--- config.mk ---
export PLATFORM = sky130hd
export DESIGN_NAME = sar_sequencer
export DESIGN_NICKNAME = d
export VERILOG_FILES = /design/src/rtl/sar_seq_pkg.sv /design/src/rtl/sar_seq_ctrl.sv /design/src/rtl/sar_seq_dp.sv /design/src/rtl/sar_sequencer.sv
export SDC_FILE = /design/constraint.sdc
export NUM_CORES = 1
export LEC_CHECK = 0
export BUFFER_PORTS_ARGS = -buffer_cell sky130_fd_sc_hd__buf_2
export CORE_MARGIN = 4
export CORE_UTILIZATION = 40
export DETAILED_ROUTE_END_ITERATION = 10
export PLACE_DENSITY = 0.71
export SETUP_SLACK_MARGIN = 0.02
export SYNTH_ARGS = -nofsm -noshare
export SYNTH_HDL_FRONTEND = slang
export SYNTH_SLANG_ARGS = --single-unit
--- constraint.sdc ---
create_clock -name clk -period 5.2 [get_ports clk]
set_input_delay 0.26 -clock clk [delete_from_list [all_inputs] [get_ports clk]]
set_output_delay 0.26 -clock clk [all_outputs]
set_load 0.05 [all_outputs]
--- src/rtl/sar_seq_pkg.sv ---
package sar_seq_pkg;
  localparam logic [1:0] RC_SEL = 2'b11;

  typedef enum logic [1:0] {
    PH_IDLE  = 2'd0,
    PH_WAIT  = 2'd1,
    PH_TRIAL = 2'd2
  } seqPhase_t;

  typedef struct packed {
    logic startConv;
    logic trialStep;
    logic loadRes;
  } seqStrobe_t;
endpackage

--- src/rtl/sar_seq_ctrl.sv ---
module sar_seq_ctrl
  import sar_seq_pkg::*;
#(
  parameter int INSTR_CYC     = 4,
  parameter int DIV_BASE_LOG2 = 1,
  parameter int DIV_STEP_LOG2 = 2
) (
  input  logic       clk,
  input  logic       rstN,
  input  logic       wrEn,
  input  logic [5:0] wrData,
  input  logic       sleepReq,
  input  logic       rcTick,
  input  logic       lastTrial,
  output seqStrobe_t strobe,
  output logic [5:0] ctrlRd,
  output logic       convPowered
);
  localparam int DIV_W  = DIV_BASE_LOG2 + 2 * DIV_STEP_LOG2;
  localparam int WAIT_W = $clog2(INSTR_CYC + 1);

  logic adOn, busy, intEn, intFlag, offQ;
  logic [1:0] sel;
  seqPhase_t phase;
  logic [DIV_W-1:0] divCnt, divLimit;
  logic [WAIT_W-1:0] waitCnt;

  logic useRc, tick, sleepKill, disableNow, abortNow, wrStart;

  function automatic logic [DIV_W-1:0] limitFor(input logic [1:0] s);
    int expo;
    expo = DIV_BASE_LOG2 + DIV_STEP_LOG2 * int'(s);
    return DIV_W'((1 << expo) - 1);
  endfunction

  always_comb begin
    divLimit   = limitFor(sel);
    useRc      = (sel == RC_SEL);
    tick       = (phase == PH_TRIAL) && (useRc ? rcTick : (divCnt == divLimit));
    sleepKill  = sleepReq && adOn && !useRc;
    disableNow = wrEn && !wrData[0];
    abortNow   = busy && (sleepKill || disableNow);
    wrStart    = wrEn && wrData[1] && adOn && !busy;
    strobe.startConv = wrStart && !sleepKill && !disableNow;
    strobe.trialStep = tick && !abortNow;
    strobe.loadRes   = strobe.trialStep && lastTrial;
  end

  always_ff @(posedge clk) begin
    if (!rstN) begin
      adOn    <= 1'b0;
      busy    <= 1'b0;
      intEn   <= 1'b0;
      intFlag <= 1'b0;
      offQ    <= 1'b0;
      sel     <= 2'b00;
      phase   <= PH_IDLE;
      divCnt  <= '0;
      waitCnt <= '0;
    end else begin
      if (wrEn) begin
        adOn  <= wrData[0];
        sel   <= wrData[3:2];
        intEn <= wrData[4];
        if (!wrData[5]) intFlag <= 1'b0;
      end
      if (sleepKill) offQ <= 1'b1;
      if (phase == PH_TRIAL && !useRc)
        divCnt <= (divCnt == divLimit) ? '0 : divCnt + 1'b1;
      if (phase == PH_WAIT) begin
        if (waitCnt == WAIT_W'(INSTR_CYC - 1)) begin
          phase  <= PH_TRIAL;
          divCnt <= '0;
        end else begin
          waitCnt <= waitCnt + 1'b1;
        end
      end
      if (abortNow) begin
        busy  <= 1'b0;
        phase <= PH_IDLE;
      end else if (strobe.startConv) begin
        busy    <= 1'b1;
        offQ    <= 1'b0;
        phase   <= (wrData[3:2] == RC_SEL) ? PH_WAIT : PH_TRIAL;
        divCnt  <= '0;
        waitCnt <= '0;
      end else if (strobe.loadRes) begin
        busy    <= 1'b0;
        phase   <= PH_IDLE;
        intFlag <= 1'b1;
        if (sleepReq && !intEn) offQ <= 1'b1;
      end
    end
  end

  assign ctrlRd      = {intFlag, intEn, sel, busy, adOn};
  assign convPowered = adOn && !offQ;
endmodule

--- src/rtl/sar_seq_dp.sv ---
module sar_seq_dp
  import sar_seq_pkg::*;
#(
  parameter int DATA_W = 8
) (
  input  logic              clk,
  input  logic              rstN,
  input  seqStrobe_t        strobe,
  input  logic              cmpIn,
  output logic              lastTrial,
  output logic [DATA_W-1:0] trialCode,
  output logic [DATA_W-1:0] result
);
  localparam logic [DATA_W-1:0] TOP_BIT = {1'b1, {(DATA_W-1){1'b0}}};

  logic [DATA_W-1:0] code, mask, resolved;

  assign resolved  = cmpIn ? code : (code & ~mask);
  assign lastTrial = mask[0];
  assign trialCode = code;

  always_ff @(posedge clk) begin
    if (!rstN) begin
      code <= '0;
      mask <= '0;
    end else if (strobe.startConv) begin
      code <= TOP_BIT;
      mask <= TOP_BIT;
    end else if (strobe.trialStep) begin
      code <= resolved | (mask >> 1);
      mask <= mask >> 1;
    end
  end

  // result has no reset: it survives a device reset
  always_ff @(posedge clk) begin
    if (strobe.loadRes) result <= resolved;
  end
endmodule

--- src/rtl/sar_sequencer.sv ---
module sar_sequencer
  import sar_seq_pkg::*;
#(
  parameter int DATA_W        = 8,
  parameter int INSTR_CYC     = 4,
  parameter int DIV_BASE_LOG2 = 1,
  parameter int DIV_STEP_LOG2 = 2
) (
  input  logic              clk,
  input  logic              rstN,
  input  logic              wrEn,
  input  logic [5:0]        wrData,
  input  logic              sleepReq,
  input  logic              rcTick,
  input  logic              cmpIn,
  output logic [5:0]        ctrlRd,
  output logic [DATA_W-1:0] result,
  output logic [DATA_W-1:0] trialCode,
  output logic              convPowered,
  output logic              irq,
  output logic              wakeReq
);
  seqStrobe_t strobe;
  logic lastTrial;

  sar_seq_ctrl #(
    .INSTR_CYC(INSTR_CYC), .DIV_BASE_LOG2(DIV_BASE_LOG2), .DIV_STEP_LOG2(DIV_STEP_LOG2)
  ) ctrl_i (
    .clk(clk), .rstN(rstN), .wrEn(wrEn), .wrData(wrData), .sleepReq(sleepReq),
    .rcTick(rcTick), .lastTrial(lastTrial), .strobe(strobe), .ctrlRd(ctrlRd),
    .convPowered(convPowered)
  );

  sar_seq_dp #(.DATA_W(DATA_W)) dp_i (
    .clk(clk), .rstN(rstN), .strobe(strobe), .cmpIn(cmpIn), .lastTrial(lastTrial),
    .trialCode(trialCode), .result(result)
  );

  assign irq     = ctrlRd[5] && ctrlRd[4];
  assign wakeReq = irq && sleepReq;
endmodule

==> results, run 1 <==
- The commonest cells after synthesis are dfxtp_1 (33), nand2_1 (27), a21oi_1 (22), inv_1 (11), nor2_1 (9).
- The number of I/O port buffers is 36.
- The clock reaches the later pin of the worst-skew pair after 0.29 ns.
- The number of inserted filler cells in the final layout is 452.
- The number of placed instances with taps included is 272.
- The layout net count is 242.
- The routability-driven placement congestion ratio is 0.831.
- The design draws 0.680 mW.
- The mean routed wirelength per cell is 13.7 um.
- Among all flip-flop cells after synthesis, the most frequent one is dfxtp_1.
- In this run the vertical extent of the chip is 76.3 um.
- The clock period could shrink to 2.31 ns.
- The summed instance area of the synthesized netlist is 0.00187 mm2.
- The starting density of the core is 0.420.
- The total negative slack is 0 ns.
- STA puts the critical path data required time at 5.35 ns.
- Derived from the worst setup path, the maximum achievable clock frequency is 433 MHz.
- The worst setup slack for register-to-register paths is 2.89 ns.
- The total congestion overflow is 0.
- Detailed placement finished with a half-perimeter wire length of 2890 um.
- The antenna cell count is 0.
- The number of synthesized flops with an enable pin is 8.
- Ranked by total cell area, the synthesized netlist is headed by dfxtp_1 (35%), edfxtp_1 (13%), a21oi_1 (5.9%).
- The share of total power dissipated in the clock network is 0.440.
- The relative slew slack is 0.518.
- The element type at the critical path start is a register.
- Along the worst path, the maximum fanout reaches 15.
- The pin slew with the least headroom to its limit is 0.723 ns.
- In the post-synthesis netlist, the cell with the most instances is dfxtp_1.
- Along the worst hold path, the cell count comes to 3.
- For this run, the slowest stage of the critical path takes 0.43 ns.
- Synthesis inferred 41 register bits.
- The first detailed-routing pass took 4 iterations.
- TritonCTS created 5 clock buffers.
- The run finished with clean final reports.
- The worst setup path is captured at a register.
- The CTS sink count is 41.
- The pin count of the biggest net entering global routing is 21.
- The filler-free cell count of the finished design is 280.
- The total wirelength of the detailed-routed design is 3850 um.
- Traced cell by cell, the critical path runs through or2b_1 -> ha_1 -> xor2_1 -> o2111a_2 -> o221ai_2 -> o31ai_1 -> a21oi_1.
- Of the post-synthesis cell area, the dominant cell type holds 0.354.
- The number of H-tree branching levels is 2.
- The all-layer global routing usage is 0.144.
- Counting distinct cell types in the post-synthesis netlist gives 48.
- Dividing the final minimum period by the clock period gives 0.444.
- The number of buffers on the longest clock path is 2.
- The count of warnings emitted by yosys is 0.
- The number of antenna violations at the first check in global routing came to 0.
- Of the total power, the share spent switching nets is 0.217.
- The site row count is 24.
- From left edge to right edge, the die measures 76.3 um.
- IR analysis of the VDD net gives a maximum drop of 0.141 mV.
- The max capacitance violation total is 0.
- The starting DRC count in detailed routing is 69.
- The switching power of the nets is 0.147 mW.
- The first-pass GRT wire length is 6830 um.
- CTS placed an instance of clkbuf_8 at the clock tree root.
- The data arrival at the endpoint of the critical path is 2.46 ns.
- The die covers 0.00582 mm2.
- The number of routed nets with antenna violations is 0.
- Detailed routing inserted a total of 1449 vias.
- Setup repair after global routing left no endpoint under its margin.
- The static leakage is 0.920 nW.
- Clock-pin slew was measured on the worst setup and hold paths at 0.08 ns.
- The cell count after synthesis is 194.
- The DRC violation count after routing is 0.
- After synthesis, the mean cell area works out to 9.62 um2.
- For this run, the register share of the synthesized area comes to 0.483.
- The sequential share of power is 0.486.
- The power per standard cell area is 312 mW/mm2.
- The final-report max-slew violation count is 0.
- The number of failing setup endpoints in the final timing report is 0.
- The critical path class is register to register.
- The fraction of synthesis flops using an asynchronous set or reset pin is 0.
- The number of global-route vias before repair came to 1462.
- Counting cells, the worst reg-to-reg path comes to 7.
- The class of the tightest hold or removal check is input port to register.
- The area growth from synthesis to layout is 16.8%.
- The count of final hold-check violations is 0.
- The floorplan step defined a core boundary enclosing 0.00444 mm2.
- The combinational fraction of design power is 0.074.
- Summed over all instances, the cell type with the most area after synthesis is dfxtp_1.
- The post-CTS resize count is 0.
- The number of buffers added to fix hold violations after cts is 0.
- The maximum clock skew at final layout is 0.00681 ns.
- The cell with the largest stage delay on the worst path is dfxtp_1.
- The net count of the mapped netlist is 209.
- The number of vias per cell after detailed routing is 5.18.
- TritonCTS built the clock tree.
- Once the clock tree was built, the setup fixing pass inserted 0 buffers.
- Of the cells placed in the final design, the portion with a size suffix greater than 1 is 0.237.
- The smallest hold slack is 0.220 ns.
- The number of placed I/O pins is 37.
- The internal cell power is 0.533 mW.
## layout by cell type, fill, tap and decap left out, types with 2 or more instances in the layout
master	instances
o21ai_0	3
xnor2_1	3
nor2_1	9
a21o_1	2
dfxtp_1	33
o21a_1	2
a21boi_0	8
bufinv_16	2
nand3_1	3
ha_1	3
clkbuf_8	5
a21oi_1	22
mux2i_1	5
nand2b_1	5
o31ai_1	7
inv_1	11
or3_1	2
edfxtp_1	8
buf_2	36
nor2b_1	5
nand2_1	27
## registers in the layout, indices dropped and copies added, names as in the netlist
signal	count
ctrl_i.adOn	1
ctrl_i.busy	1
ctrl_i.divCnt	5
ctrl_i.intEn	1
ctrl_i.intFlag	1
ctrl_i.offQ	1
ctrl_i.phase	2
ctrl_i.sel	2
ctrl_i.waitCnt	3
dp_i.mask	8
dp_i.result	8
dp_i.trialCode	8
## worst max-delay path: cells and delay by family, from the launching register on
kind,cells,cell delay [ns]
xor gates and xnor gates,1,0.20
adders and majority gates,1,0.28
AOI/OAI and AO/OA,4,0.99
DFF,1,0.43
and+or+nand+nor,1,0.25
## per-stage QoR
stage                     setup slack, ns  area, um2   util
after CTS                            2.89       2180  0.490
after detailed placement             2.92       2040  0.460
final                                2.89       2180  0.490
after global placement               2.99       2040  0.460
after floorplan                      2.75       1870      -
after global routing                 2.66       2180  0.490
## worst paths after layout
kind                                startpoint                             end
hold reg to reg   ctrl_i.waitCnt[2]$_SDFF_PN0_    ctrl_i.waitCnt[2]$_SDFF_PN0_
setup reg to reg    ctrl_i.sel[0]$_SDFFE_PN0P_  dp_i.trialCode[3]$_SDFFE_PP0P_
hold / removal                       wrData[3]      ctrl_i.sel[1]$_SDFFE_PN0P_
setup / recovery    ctrl_i.sel[0]$_SDFFE_PN0P_  dp_i.trialCode[3]$_SDFFE_PP0P_
## logic make-up (layout without fill, tap and decap cells)
group	Yosys count	in the layout	synth area share
AND/OR/NAND/NOR	62	62	0.164
AO/OA/AOI/OAI	57	57	0.226
flip-flops	41	41	0.483
buffers and inverters	22	56	0.0610
multiplexers	5	5	0.0268
XOR/XNOR	4	4	0.0188
adder cells (fa/ha/maj)	3	3	0.0201
## layer usage
| layer | vias up | GRT usage | routed length (um) |
|---|---|---|---|
| li1 | 741 | - | - |
| met1 | 674 | 0.176 | 1730 |
| met2 | 29 | 0.245 | 1890 |
| met3 | 5 | 0.0366 | 176 |
| met4 | 0 | 0.0489 | 51 |
| met5 | - | 0 | 0 |
## power groups by stage
stage	clock (mW)	combinational (mW)	sequential, mW
global route	0.319	0.0548	0.332
detailed placement	0	0.0501	0.338
global placement	0	0.0493	0.338
floorplan	0	0.0316	0.344
CTS	0.306	0.0502	0.331
finish	0.299	0.0500	0.331
## area by class of cell
cell class	count	area [um2]	area share
well taps	52	65.1	0.0299
inverters	12	47.5	0.0218
flip-flops and latches	41	901	0.414
clock inverters	3	65.1	0.0299
multi-input cells	131	851	0.391
repair buffers	36	180	0.0827
clock buffers	5	68.8	0.0316
Power figures use the tool's default switching activity.
==> inputs of run 2 (changes only) <==
- PLACE_DENSITY: 0.71 -> 0.73
- clock period: 5.2 -> 2.1 ns (I/O delays scaled with it)
==> run 2 against run 1 <==
  * Clock skew about the same
  * Setup slack got worse by 2.9 ns
  * First-iteration DRC count grew 36%
  * Register-to-register slack got worse by 2.9 ns
  * Final area up 5.5%
  * Combinational power increased to 2.8 times the previous value
  * Count of clock-buffer cells in the layout rose by 2
  * Sequential power increased by 150%
  * Hold slack got worse by 0.17 ns
  * Global-route usage down 0.42 points
  * Largest cell class is now multi-input gates
  * Largest power group unchanged
==> results, run 2 (synthesis results as in run 1) <==
- The site row count is 24 (unchanged).
- Leaving out fill and tap cells, the most frequent cells in the layout are buf_2 (36), dfxtp_1 (31), nand2_1 (27).
- The fraction of power spent switching nets came to 0.241 (+0.0250).
- The kind of end point of the critical path is a register.
- The starting density of the core is 0.420 (unchanged).
- From synthesis to final layout, the design area changed by 23.2%.
- The all-layer global routing usage is 0.140 (-0.00417).
- The relative slew slack came to 0.738 (+0.220).
- The total die area came to 0.00582 mm2 (unchanged).
- The worst flop-to-flop path startpoint is ctrl_i.sel[0]$_SDFFE_PN0P_.
- The total wirelength of the detailed-routed design is 4040 um (+5.1%).
- The min-delay analysis places its worst path in the category input port to register.
- The required time at the endpoint of the critical path is 2.27 ns (-3.08 ns).
- The buffer and inverter count on the worst path is 0 (unchanged).
- The number of routed nets with antenna violations came to 0 (unchanged).
- The power per standard cell area came to 661 mW/mm2 (+110%).
- The total congestion overflow was 0 (unchanged).
- The number of antenna violations at the first check in global routing is 0 (unchanged).
- The static leakage came to 0.946 nW (+2.8%).
- The final core utilization was 0.517 (+0.0270).
- The tree is rooted in a clkbuf_8.
- The count of final hold-check violations is 0 (unchanged).
- The pin count of the biggest net entering global routing is 15 (-29%).
- Setup repair after global routing could not meet its margin everywhere.
- The number of iterations in the first detailed-routing pass was 4 (unchanged).
- The CTS sink count is 41 (unchanged).
- The max capacitance violation total is 0 (unchanged).
- For this design, the slowest cell found on the critical path is dfxtp_4.
- The sequential share of power came to 0.538 (+0.052).
- The data arrival at the endpoint of the critical path was 2.24 ns (-0.22 ns).
- The chip height was 76.3 um (unchanged).
- The maximum clock skew at final layout was 0.00705 ns (+0.000238 ns).
- Walking the worst path, the cells encountered are or2b_1 -> ha_4 -> xor2_2 -> o2111a_2 -> o221ai_4 -> o31ai_1 -> a21oi_1.
- On the critical path the largest part of the delay comes from compound AO/OA/AOI/OAI gates.
- The top achievable clock speed is 483 MHz (+12%).
- In this run the critical register-to-register path is captured at dp_i.trialCode[4]$_SDFFE_PP0P_.
- The half-perimeter wire length after detailed placement came to 2880 um (-0.36%).
- The number of buffers added to fix hold violations after cts is 0 (unchanged).
- The core region area is 0.00444 mm2 (unchanged).
- The clock tree from TritonCTS is built.
- The clock-pin slew reported for the worst setup and hold paths after clock tree synthesis is 0.08 ns (about the same).
- The number of H-tree branching levels is 2 (unchanged).
- The number of global-route vias before repair was 1451 (-0.75%).
- The number of vias per cell after detailed routing is 5.27 (+1.8%).
- The internal cell power is 1.15 mW (+120%).
- The combinational fraction of design power came to 0.092 (+0.018).
- The worst-case vdd ir drop is 0.282 mV (+100%).
- The total clock buffers created by CTS is 5 (unchanged).
- The antenna cell count is 0 (unchanged).
- The routability-driven placement congestion ratio is 0.783 (-5.8%).
- The proportion of layout cells with a drive suffix above 1 is 0.304 (+0.0670).
- The total negative slack was 0 ns (unchanged).
- The starting DRC count in detailed routing is 94 (+36%).
- The part of the power in the clock network was 0.369 (-0.071).
- The worst setup path is launched from a register.
- The cell depth of the worst flop-to-flop path was 7 (unchanged).
- The mean routed wirelength per cell is 14.0 um (+1.9%).
- The DRC violation count after routing came to 0 (unchanged).
- The number of failing setup endpoints in the final timing report is 0 (unchanged).
- The die span in x is 76.3 um (unchanged).
- The critical-path maximum fanout is 7 (-8).
- The layout net count is 251 (+3.7%).
- The final-report max-slew violation count came to 0 (unchanged).
- The worst setup path is of the register to register kind.
- The logic depth of the worst setup path including buffers is 7 (unchanged).
- The number of placed I/O pins was 37 (unchanged).
- The period utilization was 0.985 (+0.541).
- The via count of the routed design is 1522 (+5.0%).
- In this run the worst setup path terminates at dp_i.trialCode[4]$_SDFFE_PP0P_.
- Leaving out fill and tap cells, the most frequent cell in the layout is buf_2.
- The number of buffers on the longest clock path is 2 (unchanged).
- The clock network latency to the later pin of the worst-skew pair is 0.29 ns (about the same).
- The hold path depth is 3 (unchanged).
- The first-pass GRT wire length came to 6680 um (-2.2%).
- The stage delay of the slowest cell on the critical path is 0.37 ns (-0.06 ns).
- The worst setup slack for register-to-register paths came to 0.03 ns (-2.86 ns).
- The number of inserted filler cells in the final layout is 434 (-4.0%).
- The switching power of the nets was 0.367 mW (+150%).
- The number of I/O port buffers came to 36 (unchanged).
- The final critical delay including setup and external delays is 2.07 ns (-0.241 ns).
- The run finished with clean final reports.
- The pin slew with the least headroom to its limit is 0.393 ns (-0.330 ns).
- The start point of the critical path is ctrl_i.sel[0]$_SDFFE_PN0P_.
## run 2: cell types whose count changed in the layout (fill, tap and decap cells not counted), moves of 2 or more
cell	change
bufinv_16	-2
a21oi_2	+2
o31ai_1	-3
o31ai_2	+3
dfxtp_1	-2
buf_4	+7
a21oi_1	-2
dfxtp_4	+2
clkbuf_8	+2
## run 2: through the flow
stage	power (mW)	setup slack (ns)	cell area, um2	cells	hold WS, ns
final	1.52	0.0315	2300	289	0.0538
after global routing	1.58	-0.0583	2300	289	0.0740
after CTS	1.52	0.0185	2230	286	0.0569
after detailed placement	0.969	-0.103	2090	275	0.359
after global placement	0.967	0.0348	2090	275	0.353
after floorplan	0.934	-0.0623	1900	194	0.251
## run 2: timing repair
action | in CTS | in global routing
pin swaps | 0 | 3
endpoints found under the setup margin | 19 | 22
setup buffers | 3 | 2
resized for setup | 1 | 8
cloned | 0 | 1
## run 2: how the worst min path moves through the flow
stage                                            end      start  slack [ns]
after floorplan           ctrl_i.sel[0]$_SDFFE_PN0P_  wrData[2]        0.25
after global placement     ctrl_i.intEn$_SDFFE_PN0P_  wrData[4]        0.35
after detailed placement   ctrl_i.intEn$_SDFFE_PN0P_  wrData[4]        0.36
after CTS                  ctrl_i.intEn$_SDFFE_PN0P_  wrData[4]        0.06
after global routing      ctrl_i.sel[1]$_SDFFE_PN0P_  wrData[3]        0.07
final                      ctrl_i.intEn$_SDFFE_PN0P_  wrData[4]        0.05
## run 2: routing by layer
metal	GRT usage	share of wire	up-vias
met5	0	0	-
met4	0.0435	0.013	0
met3	0.0296	0.017	4
met2	0.239	0.52	16
met1	0.175	0.45	730
li1	-	-	772
## run 2: worst reg2reg max path: cells and delay by family (launching register included)
family / cells / cell delay, ns
AOI/OAI and AO/OA: 4 / 0.89
DFF: 1 / 0.37
adders and majority gates: 1 / 0.28
xor gates and xnor gates: 1 / 0.15
and+or+nand+nor: 1 / 0.26
## run 2: layout make-up
type / count / area (um2) / share of cell area
Clock buffer: 7 / 96.3 / 0.0419
Multi-Input combinational cell: 132 / 922 / 0.401
Inverter: 12 / 57.6 / 0.0250
Sequential cell: 41 / 908 / 0.395
Timing Repair Buffer: 44 / 244 / 0.106
Clock inverter: 1 / 5.00 / 0.00218
Tap cell: 52 / 65.1 / 0.0283
## run 2: power by group through the flow
stage	clock, mW	sequential (mW)	combinational (mW)
6_report	0.561	0.819	0.141
3_5_place_dp	0	0.837	0.133
5_1_grt	0.609	0.820	0.152
3_3_place_gp	0	0.836	0.131
2_1_floorplan	0	0.852	0.0827
4_1_cts	0.568	0.818	0.134
==> inputs of run 3 (changes only) <==
- ABC_AREA: not set -> 1
- RECOVER_POWER: not set -> 100
- TNS_END_PERCENT: not set -> 50
==> run 3 against run 2 <==
  * Clock skew about the same
  * Combinational power down 6%
  * Sequential cell count unchanged
  * Total power down 2.7%
  * Die area up 0.42%
  * First-iteration DRC count up 37%
  * Sequential share of layout area up 2.3 points
  * Count of clock-buffer cells in the layout down 1
  * Synthesized cell count up 18%
==> results, run 3 <==
- The clock tree from TritonCTS is built.
- Of all cell types, the one taking the most synthesized area is dfxtp_1.
- The number of global-route vias before repair is 1509 (+4.0%).
- The number of routed nets with antenna violations came to 0 (unchanged).
- The critical register-to-register path endpoint is dp_i.trialCode[1]$_SDFFE_PP0P_.
- The number of buffers on the longest clock path is 2 (unchanged).
- The site row count is 24 (unchanged).
- The clock-pin slew reported for the worst setup and hold paths after clock tree synthesis is 0.08 ns (about the same).
- The number of failing setup endpoints in the final timing report was 0 (unchanged).
- The total congestion overflow came to 0 (unchanged).
- The slack of the critical path is 0.217 ns (+0.186 ns).
- The number of different library cells in the post-synthesis netlist was 30 (-38%).
- The placement-stage cell area is 0.00208 mm2 (-0.54%).
- The required time at the endpoint of the critical path is 2.27 ns (about the same).
- The number of vias per cell after detailed routing was 4.77 (-9.4%).
- The static leakage is 0.875 nW (-7.5%).
- The critical path class is register to register.
- The number of placed I/O pins is 37 (unchanged).
- The final critical delay including setup and external delays is 1.88 ns (-0.186 ns).
- The via count of the routed design is 1527 (+0.33%).
- The total area of sequential cells is 903 um2 (-0.55%).
- The growth of design area from synthesis to finish is 15.2%.
- The antenna cell count was 0 (unchanged).
- The fraction of synthesis flops using an asynchronous set or reset pin came to 0 (unchanged).
- The total clock buffers created by CTS was 5 (unchanged).
- The CTS sink count is 41 (unchanged).
- The flow ran to the end, and the final reports show no timing, DRC or antenna violations.
- The number of I/O port buffers is 36 (unchanged).
- The final-report max-slew violation count was 0 (unchanged).
- The relative slew slack is 0.600 (-0.138).
- The count of warnings emitted by yosys is 0 (unchanged).
- The critical-path maximum fanout is 14 (+7).
- The worst-case vdd ir drop is 0.226 mV (-20%).
- The worst setup slack for register-to-register paths is 0.22 ns (+0.19 ns).
- The core region area is 0.00444 mm2 (unchanged).
- Counting instances in the post-synthesis netlist gives the leading cell types as nand2_1 (43), dfxtp_1 (33), inv_1 (33), nor2_1 (22), o21ai_0 (19).
- The net count of the mapped netlist is 243 (+16%).
- The all-layer global routing usage was 0.137 (-0.00226).
- By area the synthesized netlist is led by dfxtp_1 (35%), edfxtp_1 (13%), nand2_1 (8.6%).
- The total power after layout is 1.48 mW (-2.7%).
- The combined area of the multi-input logic cells was 792 um2 (-14%).
- The mean routed wirelength per cell is 11.8 um (-16%).
- The cell depth of the worst flop-to-flop path is 11 (+4).
- The pin count of the biggest net entering global routing came to 20 (+5).
- The total wirelength of the detailed-routed design is 3770 um (-6.7%).
- Leaving out fill and tap cells, the most frequent cells in the layout are nand2_1 (43), inv_1 (32), dfxtp_1 (31).
- The number of inserted filler cells in the final layout is 445 (+2.5%).
- The kind of end point of the critical path is a register.
- The DRC violation count after routing is 0 (unchanged).
- The number of H-tree branching levels is 2 (unchanged).
- Setup repair after global routing could not meet its margin everywhere.
- The max capacitance violation total is 0 (unchanged).
- The data arrival at the endpoint of the critical path is 2.06 ns (-0.18 ns).
- The share of synthesized area occupied by flip-flops and latches is 0.481 (-0.00226).
- The starting DRC count in detailed routing was 129 (+37%).
- In this run the worst hold path is classified as input port to register.
- The number of buffers added to fix hold violations after cts came to 0 (unchanged).
- The final core utilization is 0.486 (-0.0313).
- The cell count after synthesis is 228 (+18%).
- The count of final hold-check violations is 0 (unchanged).
- The final design instance area without fill was 0.00216 mm2 (-6.0%).
- The hold path depth is 3 (unchanged).
- The library cell used most frequently in the layout, excluding fill and tap cells, is nand2_1.
- The routability-driven placement congestion ratio is 0.819 (+4.6%).
- The number of synthesized flops with an enable pin is 8 (unchanged).
- The register bit total from synthesis is 41 (unchanged).
- The clock network latency to the later pin of the worst-skew pair was 0.30 ns (about the same).
- The first-pass GRT wire length came to 6540 um (-2.1%).
- The proportion of layout cells with a drive suffix above 1 is 0.187 (-0.117).
- The die span in x was 76.5 um (+0.21%).
- The maximum clock skew at final layout was 0.00727 ns (+0.000220 ns).
- The chip height is 76.5 um (+0.21%).
- The top achievable clock speed came to 531 MHz (+9.9%).
- The starting density of the core is 0.422 (+0.00197).
- The dominant synthesized flop cell is dfxtp_1.
- The period utilization is 0.897 (-0.0883).
- The number of antenna violations at the first check in global routing came to 0 (unchanged).
- The worst hold path endpoint is ctrl_i.intEn$_SDFFE_PN0P_.
- The worst hold path begins at wrData[4].
- The power per standard cell area is 685 mW/mm2 (+3.5%).
- The total die area is 0.00584 mm2 (+0.42%).
- The number of buffers added for setup after CTS is 0 (-3).
- In this run the critical register-to-register path is launched from ctrl_i.sel[1]$_SDFFE_PN0P_.
- The clock root buffer is clkbuf_8.
- The fraction of post-synthesis cell area in the top cell type by area was 0.352 (-0.00165).
- The worst setup timing slack at the placement stage is 0.108 ns (+0.211 ns).
- The element type at the critical path start is a register.
- The total negative slack is 0 ns (unchanged).
- The start point of the critical path is ctrl_i.sel[1]$_SDFFE_PN0P_.
- The pin slew with the least headroom to its limit was 0.603 ns (+0.210 ns).
- The number of iterations in the first detailed-routing pass is 4 (unchanged).
- In the post-synthesis netlist, the cell with the most instances is nand2_1.
- The half-perimeter wire length after detailed placement is 2760 um (-4.0%).
- The layout net count was 282 (+12%).
- The per-instance average area after synthesis is 8.22 um2 (-15%).
- The summed instance area of the synthesized netlist was 0.00187 mm2 (+0.47%).
run 3: cell types whose count changed in the layout (fill, tap and decap cells not counted), moves of 9 or more:
cell | previous run | this run
buf_2 | 36 | 11
clkbuf_1 | 0 | 25
inv_1 | 11 | 32
o21ai_0 | 3 | 20
nand2_1 | 27 | 43
nor2_1 | 9 | 22
a21oi_2 | 2 | 11
run 3: metrics by stage:
stage                     hold WS [ns]  std cells
after global placement           0.340        311
after global routing            0.0612        320
after CTS                       0.0539        319
final                           0.0492        320
after detailed placement         0.362        311
after floorplan                  0.228        228
run 3: final cells by class:
cell class              count  area share
flip-flops and latches     41       0.418
multi-input cells         145       0.367
repair buffers             38      0.0759
inverters                  35      0.0632
clock buffers               6      0.0382
well taps                  52      0.0301
clock inverters             2     0.00406
repair inverters            1     0.00348
run 3: what timing repair did:
action                                 in CTS  in global routing
resized for setup                           0                  3
setup endpoints to repair                   0                  9
endpoints found under the hold margin       0                  0
run 3: where the power goes:
group / switching, mW / internal [mW] / leakage (nW) / total, mW
Clock: 0.262 / 0.260 / 0.0486 / 0.523
Sequential: 0.0124 / 0.812 / 0.340 / 0.824
Combinational: 0.0966 / 0.0357 / 0.487 / 0.132
Total: 0.371 / 1.11 / 0.875 / 1.48
run 3: worst max path at each step:
stage	end	slack (ns)	depth (start not counted)
2_1_floorplan	dp_i.result[0]$_DFFE_PP_	0.1	8
3_3_place_gp	dp_i.result[3]$_DFFE_PP_	0.20	8
3_5_place_dp	dp_i.result[2]$_DFFE_PP_	0.11	8
4_1_cts	dp_i.result[2]$_DFFE_PP_	0.09	8
5_1_grt	dp_i.trialCode[1]$_SDFFE_PP0P_	-0.008	11
6_report	dp_i.trialCode[1]$_SDFFE_PP0P_	0.22	11
run 3: critical path, cell delays in order (launching register included):
cell and delay (ns):
dfxtp_2 0.34, inv_1 0.10, nand2_2 0.07, ha_1 0.30, xor2_1 0.15, nand3_2 0.10, nand2_1 0.09, buf_4 0.16
nand2_4 0.06, clkinv_2 0.17, o21ai_0 0.13, a21oi_1 0.08
run 3: cells by family after synthesis:
group	after synthesis	share of synthesized area
fa+ha+maj	3	0.0200
xor+xnor	5	0.0234
mux	1	0.00534
compound gates	50	0.163
flops	41	0.481
simple gates	86	0.208
buf+inv	42	0.0995
run 3: routing by layer:
metal,GRT usage,wire length (um),up-vias
li1,-,-,812
met1,0.161,1730,686
met2,0.231,1840,22
met3,0.0331,120,7
met4,0.0707,82,0
met5,0,0,-
